[src/rtl/addr_step_pkg.sv]
package addr_step_pkg;
  typedef enum logic {
    STEP_UP = 1'b0,
    STEP_DN = 1'b1
  } step_dir_e;
endpackage

[src/rtl/ptr_updown.sv]
module ptr_updown
  import addr_step_pkg::*;
#(
  parameter int W = 16
) (
  input  logic         clk,
  input  logic         rst_n,
  input  logic         load,
  input  logic [W-1:0] load_val,
  input  logic         step,
  input  step_dir_e    dir,
  output logic [W-1:0] ptr_q,
  output logic         carry_q,
  output logic         borrow_q
);
  localparam logic [W-1:0] ALL_ONES = {W{1'b1}};

  logic [W-1:0] ptr_d;
  logic         carry_d, borrow_d;
  logic [W:0]   up_sum, dn_diff;

  assign up_sum  = {1'b0, ptr_q} + {{W{1'b0}}, 1'b1};
  assign dn_diff = {1'b0, ptr_q} - {{W{1'b0}}, 1'b1};

  always_comb begin
    ptr_d    = ptr_q;
    carry_d  = 1'b0;
    borrow_d = 1'b0;
    if (load) begin
      ptr_d = load_val;
    end else if (step) begin
      if (dir == STEP_DN) begin
        ptr_d    = dn_diff[W-1:0];
        borrow_d = dn_diff[W];
      end else begin
        ptr_d   = up_sum[W-1:0];
        carry_d = up_sum[W];
      end
    end
  end

  always_ff @(posedge clk or negedge rst_n) begin
    if (!rst_n) begin
      ptr_q    <= '0;
      carry_q  <= 1'b0;
      borrow_q <= 1'b0;
    end else begin
      ptr_q    <= ptr_d;
      carry_q  <= carry_d;
      borrow_q <= borrow_d;
    end
  end

  AST_PTR_UP: assert property (@(posedge clk) disable iff (!rst_n)
    (step && !load && dir == STEP_UP) |=> ptr_q == W'($past(ptr_q) + 1'b1));
  AST_PTR_DN: assert property (@(posedge clk) disable iff (!rst_n)
    (step && !load && dir == STEP_DN) |=> ptr_q == W'($past(ptr_q) - 1'b1));
  AST_PTR_LOAD: assert property (@(posedge clk) disable iff (!rst_n)
    load |=> (ptr_q == $past(load_val)) && !carry_q && !borrow_q);
  AST_PTR_HOLD: assert property (@(posedge clk) disable iff (!rst_n)
    (!load && !step) |=> $stable(ptr_q) && !carry_q && !borrow_q);
  AST_CARRY_AT_ZERO: assert property (@(posedge clk) disable iff (!rst_n)
    carry_q |-> ptr_q == '0);
  AST_BORROW_AT_TOP: assert property (@(posedge clk) disable iff (!rst_n)
    borrow_q |-> ptr_q == ALL_ONES);
  AST_FLAGS_EXCL: assert property (@(posedge clk) disable iff (!rst_n)
    !(carry_q && borrow_q));
endmodule

[src/rtl/bank_inc.sv]
module bank_inc #(
  parameter int W = 8
) (
  input  logic         clk,
  input  logic         rst_n,
  input  logic         load,
  input  logic [W-1:0] load_val,
  input  logic         carry_in,
  input  logic         step_en,
  output logic [W-1:0] bank_q
);
  logic [W-1:0] bank_d;
  logic         adv;

  assign adv = carry_in && step_en;

  always_comb begin
    bank_d = bank_q;
    if (load)     bank_d = load_val;
    else if (adv) bank_d = bank_q + {{(W-1){1'b0}}, 1'b1};
  end

  always_ff @(posedge clk or negedge rst_n) begin
    if (!rst_n) bank_q <= '0;
    else        bank_q <= bank_d;
  end

  AST_BANK_STEP: assert property (@(posedge clk) disable iff (!rst_n)
    (carry_in && step_en && !load) |=> bank_q == W'($past(bank_q) + 1'b1));
  AST_BANK_LOAD: assert property (@(posedge clk) disable iff (!rst_n)
    load |=> bank_q == $past(load_val));
  AST_BANK_HOLD: assert property (@(posedge clk) disable iff (!rst_n)
    (!load && !(carry_in && step_en)) |=> $stable(bank_q));
endmodule

[src/rtl/addr_step_unit.sv]
module addr_step_unit
  import addr_step_pkg::*;
#(
  parameter int PTR_W  = 16,
  parameter int BANK_W = 8
) (
  input  logic                      clk,
  input  logic                      rst_n,
  input  logic                      ptr_load,
  input  logic [PTR_W-1:0]          ptr_load_val,
  input  logic                      ptr_step,
  input  logic                      ptr_dir,
  input  logic                      bank_load,
  input  logic [BANK_W-1:0]         bank_load_val,
  input  logic                      bank_step_en,
  output logic [PTR_W-1:0]          ptr_q,
  output logic [BANK_W-1:0]         bank_q,
  output logic [PTR_W+BANK_W-1:0]   addr_q,
  output logic                      wrap_carry,
  output logic                      wrap_borrow,
  output logic                      stall_req
);
  step_dir_e dir_e;
  assign dir_e = step_dir_e'(ptr_dir);

  ptr_updown #(.W(PTR_W)) u_ptr (
    .clk      (clk),
    .rst_n    (rst_n),
    .load     (ptr_load),
    .load_val (ptr_load_val),
    .step     (ptr_step),
    .dir      (dir_e),
    .ptr_q    (ptr_q),
    .carry_q  (wrap_carry),
    .borrow_q (wrap_borrow)
  );

  bank_inc #(.W(BANK_W)) u_bank (
    .clk      (clk),
    .rst_n    (rst_n),
    .load     (bank_load),
    .load_val (bank_load_val),
    .carry_in (wrap_carry),
    .step_en  (bank_step_en),
    .bank_q   (bank_q)
  );

  assign addr_q    = {bank_q, ptr_q};
  assign stall_req = wrap_carry | wrap_borrow;

  AST_BORROW_NO_BANK: assert property (@(posedge clk) disable iff (!rst_n)
    (wrap_borrow && !bank_load) |=> $stable(bank_q));
  AST_STALL_WRAP: assert property (@(posedge clk) disable iff (!rst_n)
    stall_req |-> (ptr_q == '0 || ptr_q == {PTR_W{1'b1}}));
endmodule

[config.mk]
export PLATFORM = sky130hd
export DESIGN_NAME = addr_step_unit
export DESIGN_NICKNAME = d
export VERILOG_FILES = /design/src/rtl/addr_step_pkg.sv /design/src/rtl/ptr_updown.sv /design/src/rtl/bank_inc.sv /design/src/rtl/addr_step_unit.sv
export SDC_FILE = /design/constraint.sdc
export NUM_CORES = 1
export LEC_CHECK = 0
export ABC_AREA = 1
export BUFFER_PORTS_ARGS = -buffer_cell sky130_fd_sc_hd__buf_2
export CORE_ASPECT_RATIO = 1.25
export CORE_MARGIN = 5
export CORE_UTILIZATION = 50
export CTS_BUF_LIST = sky130_fd_sc_hd__clkbuf_4 sky130_fd_sc_hd__clkbuf_8
export CTS_CLUSTER_DIAMETER = 120
export DETAILED_ROUTE_END_ITERATION = 16
export GPL_TIMING_DRIVEN = 0
export MAX_ROUTING_LAYER = met4
export PLACE_DENSITY = 0.92
export REMOVE_ABC_BUFFERS = 1
export SLEW_MARGIN = 20
export SYNTH_ARGS = -nofsm -noshare
export SYNTH_HDL_FRONTEND = slang
export SYNTH_SLANG_ARGS = --single-unit
[constraint.sdc]
create_clock -name clk -period 1.6 [get_ports clk]
set_input_delay 0.32 -clock clk [delete_from_list [all_inputs] [get_ports clk]]
set_output_delay 0.32 -clock clk [all_outputs]
set_load 0.02 [all_outputs]
==> flow_metrics.py, run 1 <==
metrics = {
    "global_route": {
        "grt_max_degree": 27,
        "grt_pass1_vias": 1947,
        "grt_pass1_wl_mm": 8.66,
        "antenna_found_initial": 0,
        "groute.usage.overall_pct": 20.4,
        "gr-usage-met1_pct": 23.4,
        "met2_usage_pct": 37.9,
        "grt-busiest-layer": "met2",
        "met3_usage_pct": 1.76,
        "grt_overflow": 0,
    },
    "routing": {
        "drt-total-wl_mm": 5.57,
        "antenna_left": 0,
        "routed_via_density": 5.23,
        "dr_total_vias": 2201,
        "drt-initial-drc-count": 70,
        "dr.pass1.iters": 4,
        "detail_route.wl_per_cell_microns": 13.2,
        "drc": 0,
    },
    "final_layout": {
        "layout_commonest_cell": "nand2_1",
        "syn_to_final_growth_pct": 18.3,
        "drive_gt1_share_pct": 30.1,
        "n_antenna_cell": 0,
        "finalNetCount": 400,
        "fin_area_sq_um": 2490,
        "nFillCells": 390,
        "layout_common_cells": "95 x nand2_1, 81 x buf_2, 34 x nor2_1",
        "stdcell_count": 421,
    },
    "pwr": {
        "peakVddDrop_mv": 0.466,
        "p_leak_nw": 1.27,
        "pwr_density_cell_nw_per_um2": 815,
    },
    "yosys": {
        "avgSynthCellArea_sq_um": 6.78,
        "ys.flop_type": "dfrtp_1",
        "synth_top_area_share_pct": 31.0,
        "ys_seq_area_share_pct": 31.0,
        "ys_top_cells_by_area": "dfrtp_1 31%, nand2_1 17%, buf_4 8.9%",
        "synth-seq-cells": 26,
        "syn-instance-count": 310,
        "async_reset_ff_share_pct": 100,
        "synth-edff-count": 0,
        "synth_top_area_cell": "dfrtp_1",
        "synth_cell_types": 30,
        "yosys_warnings": 0,
        "syn_area_sq_um": 2100,
    },
    "worst_setup_path": {
        "reg2reg_slack_ns": 0.1,
        "worstSetupEndpointType": "flop",
        "cp_common_cell": "nand2_1",
        "slowest_stage": "dfrtp_2",
        "critPathTopFamily": "simple AND/OR/NAND/NOR gates",
        "crit_buf_inv": 1,
        "cp_data_arrival_time_ns": 1.68,
        "reg2reg_depth": 9,
        "cpPeakStageDelay_ns": 0.46,
        "critical_path_class": "flop to flop",
        "crit_path_max_fanout": 6,
        "start_kind": "flop",
        "worstPathCellList": "inv_4, ha_4, nand3_4, nor2_4, nand4_1, nand2_1, nand2_1, nand3b_1, nand2_1",
        "r2r_start": "u_ptr.ptr_q[0]$_DFFE_PN0P_",
        "worstPathRequired_ns": 1.78,
        "rr_endpoint": "u_ptr.ptr_q[12]$_DFFE_PN0P_",
    },
    "clock_network": {
        "cts_tree": "yes",
        "clk_latency_ns": 0.28,
        "clockBufferDepth": 2,
        "cts_sinks": 26,
        "cts-root-buf": "clkbuf_8",
        "numCtsBuffers": 3,
        "clk_pin_slew_ns": 0.10,
        "h-tree-depth": 1,
    },
    "sta": {
        "setup_viol": 0,
        "rsz0062_at_grt": "yes",
        "slew_violations": 0,
        "fmax_ghz": 0.666,
        "finalCriticalPeriod_ns": 1.50,
        "fin_tns_setup_ns": 0,
        "worst_pin_slew_ns": 0.646,
        "fin_worst_skew_ns": 0.00795,
        "post-route-period-util_pct": 93.8,
        "slew_headroom_pct": 56.9,
        "hold_viol": 0,
    },
    "job": {
        "drv_cap": 0,
    },
    "floorplan": {
        "start_util_pct": 51.7,
        "placement_rows": 26,
        "coreArea_sq_um": 4070,
        "die_h_microns": 82.5,
        "dieArea_sq_um": 5610,
        "fp.dieW_microns": 68.0,
        "io_pins": 82,
    },
    "place": {
        "portBuffers": 81,
        "dp.cells": 414,
        "gp_congestion": 0.913,
        "placed_cell_area_sq_um": 2350,
        "dp_hpwl_mm": 4.17,
    },
    "worst_hold_path": {
        "hp-class": "input pin to async pin",
    },
    "run_status": {
        "status": "finished clean",
    },
}
report_power, final:
part	switching [mW]	leakage, nW	internal, mW
sequential	0.132	0.312	0.723
clock	0.215	0.0288	0.220
combinational	0.472	0.929	0.265
total	0.819	1.27	1.21
timing repair:
item,in CTS,in global routing
hold buffers,0,0
buffers inserted,0,3
setup endpoints to repair,8,10
pin swaps,1,2
gates resized for setup,5,15
cells by family (layout without fill, tap and decap cells):
kind of cell / Yosys count / count (layout) / synth area share, %
compound gates: 38 / 38 / 12.0
xor+xnor: 12 / 12 / 5.00
fa+ha+maj: 3 / 3 / 1.79
buf+inv: 57 / 112 / 15.3
flops: 26 / 26 / 31.0
simple gates: 174 / 174 / 34.9
state kept, by name, indices dropped and copies added, names as in the netlist:
name / count
u_bank.bank_q: 8
u_ptr.borrow_q: 1
u_ptr.ptr_q: 16
u_ptr.carry_q: 1
cell usage after synthesis (all sizes together), types with 3 or more instances:
library cell and n:
buf 28, xnor2 6, nand2 95, a21oi 6, o221ai 3, a22oi 11, ha 3, o21ai 10
inv 23, clkbuf 5, o211ai 3, nand3b 4, nand3 25, nor2 42, nor3 3, xor2 6
nand4 3, dfrtp 26
area by class of cell:
| class | count | area (sq um) | share of cell area [%] |
|---|---|---|---|
| Multi-Input combinational cell | 227 | 1180 | 47.7 |
| Sequential cell | 26 | 656 | 26.4 |
| Timing Repair Buffer | 84 | 428 | 17.2 |
| Inverter | 24 | 92.6 | 3.72 |
| Tap cell | 56 | 70.1 | 2.82 |
| Clock buffer | 4 | 55.1 | 2.21 |
worst register-to-register path, cell delays in order (launching register included):
cell and delay (ns):
dfrtp_2 0.46, inv_4 0.10, ha_4 0.16, nand3_4 0.09, nor2_4 0.16, nand4_1 0.13
nand2_1 0.12, nand2_1 0.05, nand3b_1 0.08, nand2_1 0.05
routing by layer:
metal | part of all wire, % | routed length (microns)
met4 | 0.54 | 30
met5 | 0 | 0
met2 | 52 | 2910
met3 | 7.8 | 435
met1 | 39 | 2200
how the worst max path moves through the flow:
stage | startpoint | slack (ns) | endpoint | depth (start not counted)
floorplan | u_ptr.ptr_q[0]$_DFFE_PN0P_ | -0.07 | u_ptr.ptr_q[6]$_DFFE_PN0P_ | 7
global placement | ptr_load | -0.34 | u_ptr.ptr_q[1]$_DFFE_PN0P_ | 4
detailed placement | ptr_load | -0.36 | u_ptr.ptr_q[2]$_DFFE_PN0P_ | 4
CTS | u_ptr.ptr_q[0]$_DFFE_PN0P_ | 0.008 | u_ptr.ptr_q[12]$_DFFE_PN0P_ | 9
global route | u_ptr.ptr_q[0]$_DFFE_PN0P_ | -0.03 | u_ptr.ptr_q[12]$_DFFE_PN0P_ | 9
finish | u_ptr.ptr_q[0]$_DFFE_PN0P_ | 0.1 | u_ptr.ptr_q[12]$_DFFE_PN0P_ | 9
stage by stage:
| step | hold slack [ns] | power, mW | utilization, % | worst slack (ns) |
|---|---|---|---|---|
| 2_1_floorplan | 0.0244 | 1.28 | - | -0.0739 |
| 3_3_place_gp | 0.349 | 1.54 | 57.7 | -0.336 |
| 3_5_place_dp | 0.353 | 1.55 | 57.7 | -0.359 |
| 4_1_cts | 0.0479 | 1.99 | 59.3 | 0.00835 |
| 5_1_grt | 0.0782 | 2.15 | 61.1 | -0.0272 |
| 6_report | 0.0318 | 2.03 | 61.1 | 0.0985 |
Power figures use the tool's default switching activity.
==> run 2: changes to the inputs <==
Settings changed: CELL_PAD_IN_SITES_DETAIL_PLACEMENT set to 2, CELL_PAD_IN_SITES_GLOBAL_PLACEMENT set to 2, CORE_UTILIZATION 50 to 26.
==> flow_metrics.py, run 2 (synthesis results as in run 1) <==
metrics = {
    "sta": {
        "fin_tns_setup_ns": 0,
        "slew_headroom_pct": 52.9,
        "post-route-period-util_pct": 99.5,
        "slew_violations": 0,
        "hold_viol": 0,
        "worst_pin_slew_ns": 0.705,
        "finalCriticalPeriod_ns": 1.59,
        "fmax_ghz": 0.628,
        "rsz0062_at_grt": "yes",
        "setup_viol": 0,
        "fin_worst_skew_ns": 0.00270,
    },
    "pwr": {
        "peakVddDrop_mv": 0.319,
        "p_leak_nw": 1.32,
        "pwr_density_cell_nw_per_um2": 860,
    },
    "global_route": {
        "groute.usage.overall_pct": 16.6,
        "antenna_found_initial": 0,
        "grt_pass1_vias": 2692,
        "grt_max_degree": 27,
        "grt_overflow": 0,
        "grt_pass1_wl_mm": 13.5,
    },
    "clock_network": {
        "cts_tree": "yes",
        "cts_sinks": 26,
        "h-tree-depth": 1,
        "clk_pin_slew_ns": 0.10,
        "numCtsBuffers": 3,
        "hold_buffers": 0,
        "clockBufferDepth": 2,
        "cts-root-buf": "clkbuf_8",
        "clk_latency_ns": 0.29,
    },
    "final_layout": {
        "layout_common_cells": "95 x nand2_1, 81 x buf_2, 29 x nor2_1",
        "finalNetCount": 407,
        "n_antenna_cell": 0,
        "fin_util_pct": 33.9,
        "syn_to_final_growth_pct": 26.5,
        "top_register": "u_ptr.ptr_q",
        "layout_commonest_cell": "nand2_1",
        "largest_reg_flops": 16,
        "top_regs": "u_ptr.ptr_q (16), u_bank.bank_q (8)",
        "drive_gt1_share_pct": 35.8,
        "fin_area_sq_um": 2660,
    },
    "routing": {
        "drt-initial-drc-count": 81,
        "antenna_left": 0,
        "routed_via_density": 5.13,
        "detail_route.wl_per_cell_microns": 18.3,
        "dr.pass1.iters": 4,
        "drc": 0,
        "routed.top_layer": "met4",
        "met3WireLength_microns": 394,
        "dr_wl_met2_mm": 4.60,
        "dr_total_vias": 2395,
        "drt-total-wl_mm": 8.56,
        "wl_met1_mm": 3.30,
    },
    "worst_setup_path": {
        "crit_path_max_fanout": 4,
        "start_kind": "flop",
        "worstSetupEndpointType": "flop",
        "cp_data_arrival_time_ns": 1.78,
        "critical_path_class": "flop to flop",
        "worstPathRequired_ns": 1.78,
    },
    "floorplan": {
        "dieArea_sq_um": 9990,
        "die_h_microns": 111,
        "start_util_pct": 26.8,
        "io_pins": 82,
        "placement_rows": 36,
        "fp.dieW_microns": 90.4,
        "coreArea_sq_um": 7840,
    },
    "job": {
        "drv_cap": 0,
    },
    "worst_hold_path": {
        "hp-class": "input pin to async pin",
    },
    "place": {
        "placed_cell_area_sq_um": 2390,
        "portBuffers": 81,
        "dp_hpwl_mm": 6.20,
        "gp_congestion": 0.897,
    },
    "run_status": {
        "status": "finished clean",
    },
}
==> run 2: worst paths after layout <==
path	start	to	slack, ns	cells past startpoint
worst max-delay path	u_ptr.ptr_q[0]$_DFFE_PN0P_	u_ptr.ptr_q[12]$_DFFE_PN0P_	0.009	9
worst min-delay path	rst_n	u_bank.bank_q[0]$_DFFE_PN0P_	0.05	1
worst max register to register	u_ptr.ptr_q[0]$_DFFE_PN0P_	u_ptr.ptr_q[12]$_DFFE_PN0P_	0.009	9
worst min register to register	u_bank.bank_q[7]$_DFFE_PN0P_	u_bank.bank_q[7]$_DFFE_PN0P_	0.60	2
max in group asynchronous	rst_n	u_ptr.ptr_q[1]$_DFFE_PN0P_	1.09	1
min in group clk	ptr_load_val[2]	u_ptr.ptr_q[2]$_DFFE_PN0P_	0.24	3
==> run 2: cell type report <==
type,instances,area [sq um]
clock buffer,3,41.3
multi-input combinational,227,1230
tap,95,119
clock inverter,1,30.0
timing repair buffer,91,480
inverter,24,96.3
fill,969,5180
sequential,26,666
==> run 2: critical path: stages, from the launching register on <==
cell and delay (ns):
dfrtp_2 0.46, inv_4 0.09, ha_4 0.16, nand3_4 0.09, nor2_4 0.17, nand4_1 0.20
nand2_1 0.14, nand2_1 0.06, nand3b_1 0.08, nand2_1 0.05
==> run 2: routing by layer <==
metal	GRT usage (%)	up-vias
met2	30.9	78
li1	-	1108
met5	-	-
met4	5.96	0
met1	17.0	1192
met3	3.33	17
==> run 2: power breakdown <==
part,internal [mW],total [mW],switching (mW)
Combinational,0.296,0.829,0.533
Clock,0.336,0.581,0.245
Sequential,0.728,0.877,0.149
==> run 2: stage by stage <==
step                      hold WS [ns]  std cells  setup slack, ns  total power [mW]
after global placement           0.376        453           -0.447              1.56
after CTS                       0.0661        461          -0.0782              2.24
after global routing            0.0989        467          -0.0854              2.43
after floorplan                 0.0244        277          -0.0739              1.28
after detailed placement         0.388        453           -0.478              1.61
final                           0.0462        467          0.00871              2.29
==> run 2: repair_timing <==
item,CTS,global route
buffers inserted,4,6
resized for setup,14,28
pin swaps,2,2
endpoints found under the setup margin,12,12
==> run 3: changes to the inputs <==
Settings changed: ABC_AREA 1 to unset, CORE_UTILIZATION 26 to 27, GPL_ROUTABILITY_DRIVEN set to 0, PLACE_DENSITY 0.92 to 0.91.
==> flow_metrics.py, run 3 <==
metrics = {
    "sta": {
        "hold_viol": 0,
        "fin_worst_skew_ns": 0.00744,
        "post-route-period-util_pct": 118,
        "fmax_ghz": 0.531,
        "fin_tns_setup_ns": -2.27,
        "worst_pin_slew_ns": 0.640,
        "slew_headroom_pct": 57.4,
        "finalCriticalPeriod_ns": 1.88,
        "fin_ws_ns": -0.284,
        "rsz0062_at_grt": "yes",
        "slew_violations": 0,
        "setup_viol": 13,
    },
    "yosys": {
        "ys_seq_area_share_pct": 34.3,
        "synth_top_area_cell": "dfrtp_1",
        "syn_area_sq_um": 1890,
        "synth_top_family_by_area": "simple AND/OR/NAND/NOR gates",
        "yosys_warnings": 0,
        "avgSynthCellArea_sq_um": 8.61,
        "synth_top_area_share_pct": 34.3,
        "yosysMostFrequentCell": "nand2_1",
        "synth_cell_types": 44,
        "ys_top_cells_by_area": "dfrtp_1 34%, buf_4 9.9%, nand2_1 5.9%",
        "syn-instance-count": 220,
        "synth_xor_area_share_pct": 9.71,
        "synth_compound_area_share_pct": 10.5,
        "yosys.area_share.adder_pct": 1.98,
        "synth-edff-count": 0,
        "ys.flop_type": "dfrtp_1",
        "yosys-mux-area-fraction_pct": 4.49,
        "synth-simple-area-share_pct": 26.2,
        "synth-seq-cells": 26,
        "async_reset_ff_share_pct": 100,
        "synthTopCellsByCount": "30 x nand2_1, 26 x dfrtp_1, 25 x buf_4",
    },
    "worst_setup_path": {
        "critPathTopFamily": "simple AND/OR/NAND/NOR gates",
        "cp_data_arrival_time_ns": 2.10,
        "start_kind": "flop",
        "reg2reg_depth": 5,
        "critical_path_class": "flop to flop",
        "r2r_start": "u_ptr.ptr_q[7]$_DFFE_PN0P_",
        "crit_buf_inv": 0,
        "worstSetupEndpointType": "flop",
        "cpPeakStageDelay_ns": 0.57,
        "slowest_stage": "or4_4",
        "startpoint": "u_ptr.ptr_q[7]$_DFFE_PN0P_",
        "worstPathCellList": "nand4_4, or4_4, o31a_1, a221o_1, nor2_1",
        "cp.depth": 5,
        "worstPathRequired_ns": 1.81,
        "crit_path_max_fanout": 6,
    },
    "final_layout": {
        "finalNetCount": 334,
        "top_regs": "u_ptr.ptr_q (16), u_bank.bank_q (8)",
        "stdcell_count": 389,
        "n_antenna_cell": 0,
        "regArea_sq_um": 663,
        "multi_input_area_sq_um": 1120,
        "nFillCells": 787,
        "drive_gt1_share_pct": 50.8,
        "top_register": "u_ptr.ptr_q",
        "syn_to_final_growth_pct": 38.0,
        "layout_common_cells": "81 x buf_2, 29 x nand2_1, 25 x buf_4",
        "layout_commonest_cell": "buf_2",
        "largest_reg_flops": 16,
    },
    "clock_network": {
        "hold_buffers": 0,
        "h-tree-depth": 1,
        "numCtsBuffers": 3,
        "cts_tree": "yes",
        "clk_pin_slew_ns": 0.10,
        "clockBufferDepth": 2,
        "clk_latency_ns": 0.28,
        "cts_sinks": 26,
        "cts-root-buf": "clkbuf_8",
    },
    "floorplan": {
        "coreArea_sq_um": 6890,
        "dieArea_sq_um": 8800,
        "placement_rows": 34,
        "fp.dieW_microns": 84.9,
        "die_h_microns": 104,
        "io_pins": 82,
        "start_util_pct": 27.5,
    },
    "routing": {
        "dr.pass1.iters": 4,
        "drc": 0,
        "drt-total-wl_mm": 7.06,
        "routed_via_density": 4.98,
        "drt-initial-drc-count": 18,
        "antenna_left": 0,
        "dr_total_vias": 1939,
        "detail_route.wl_per_cell_microns": 18.2,
    },
    "place": {
        "dp.cells": 357,
        "portBuffers": 81,
        "dp_hpwl_mm": 4.45,
    },
    "global_route": {
        "antenna_found_initial": 0,
        "grt_overflow": 0,
        "grt_pass1_vias": 2221,
        "grt_max_degree": 32,
        "grt_pass1_wl_mm": 11.3,
        "groute.usage.overall_pct": 16.1,
    },
    "pwr": {
        "pwr_density_cell_nw_per_um2": 805,
        "clockPowerShare_pct": 21.7,
        "p_leak_nw": 1.23,
        "p_seq_share_pct": 40.5,
        "power_frac_comb_pct": 37.8,
        "peakVddDrop_mv": 0.343,
        "intPower_mw": 1.28,
        "p_sw_mw": 0.821,
        "swShare_pct": 39.0,
    },
    "worst_hold_path": {
        "hp-class": "input pin to async pin",
    },
    "run_status": {
        "status": "complete, but fails checks",
        "violations": "negative setup slack",
    },
    "job": {
        "drv_cap": 0,
    },
}
run 3: per-stage QoR:
stage | hold WS (ns) | util [%] | setup WS, ns | total power, mW | cell area [sq um]
final | 0.0464 | 37.9 | -0.284 | 2.10 | 2620
after detailed placement | 0.377 | 31.8 | -0.707 | 1.48 | 2190
after global placement | 0.376 | 31.8 | -0.689 | 1.45 | 2190
after floorplan | 0.0244 | - | -0.594 | 1.19 | 1670
after CTS | 0.0657 | 36.5 | -0.255 | 2.06 | 2510
after global routing | 0.0929 | 37.9 | -0.356 | 2.23 | 2620
run 3: worst register-to-register path, delay by kind of cell, from the launching register on:
kind             cells  cell delay (ns)
AND/OR/NAND/NOR      3             0.77
AO/OA/AOI/OAI        2             0.60
flip-flops           1             0.45
run 3: path summary, 6_finish.rpt:
check                                          endpoint  slack [ns]
setup / recovery            u_ptr.ptr_q[13]$_DFFE_PN0P_       -0.28
hold / removal               u_ptr.ptr_q[4]$_DFFE_PN0P_        0.05
setup reg to reg            u_ptr.ptr_q[13]$_DFFE_PN0P_       -0.28
hold reg to reg            u_bank.bank_q[5]$_DFFE_PN0P_        0.65
max in group asynchronous   u_ptr.ptr_q[10]$_DFFE_PN0P_        1.10
min in group clk             u_ptr.ptr_q[7]$_DFFE_PN0P_        0.24
run 3: logic make-up after synthesis:
kind of cell,Yosys count
DFF,26
adders and majority gates,3
xor gates and xnor gates,21
muxes,8
buffers and inverters,39
AOI/OAI and AO/OA,33
and+or+nand+nor,90
run 3: cell type report:
| class | count | share of cell area (%) |
|---|---|---|
| Multi-Input combinational cell | 155 | 42.9 |
| Timing Repair Buffer | 109 | 24.6 |
| Sequential cell | 26 | 25.4 |
| Tap cell | 90 | 4.31 |
| Clock buffer | 4 | 2.11 |
| Inverter | 5 | 0.718 |
run 3: power by group through the flow:
stage / logic, mW / clock network [mW] / registers, mW
after floorplan: 0.184 / 0 / 1.01
after global placement: 0.587 / 0 / 0.860
after detailed placement: 0.606 / 0 / 0.869
after CTS: 0.746 / 0.468 / 0.845
after global routing: 0.858 / 0.502 / 0.869
final: 0.796 / 0.456 / 0.852
run 3: repair_timing:
item | in CTS | in global routing
setup endpoints to repair | 14 | 16
gates resized for setup | 30 | 8
hold endpoints to repair | 0 | 0
pin swaps | 4 | 5
setup buffers | 19 | 11
run 3: metal layers:
layer  routed length (microns)  GRT usage, %
met1                      2800          17.4
met2                      3800          29.4
met3                       359          3.26
met4                       103          4.52
met5                         0             -
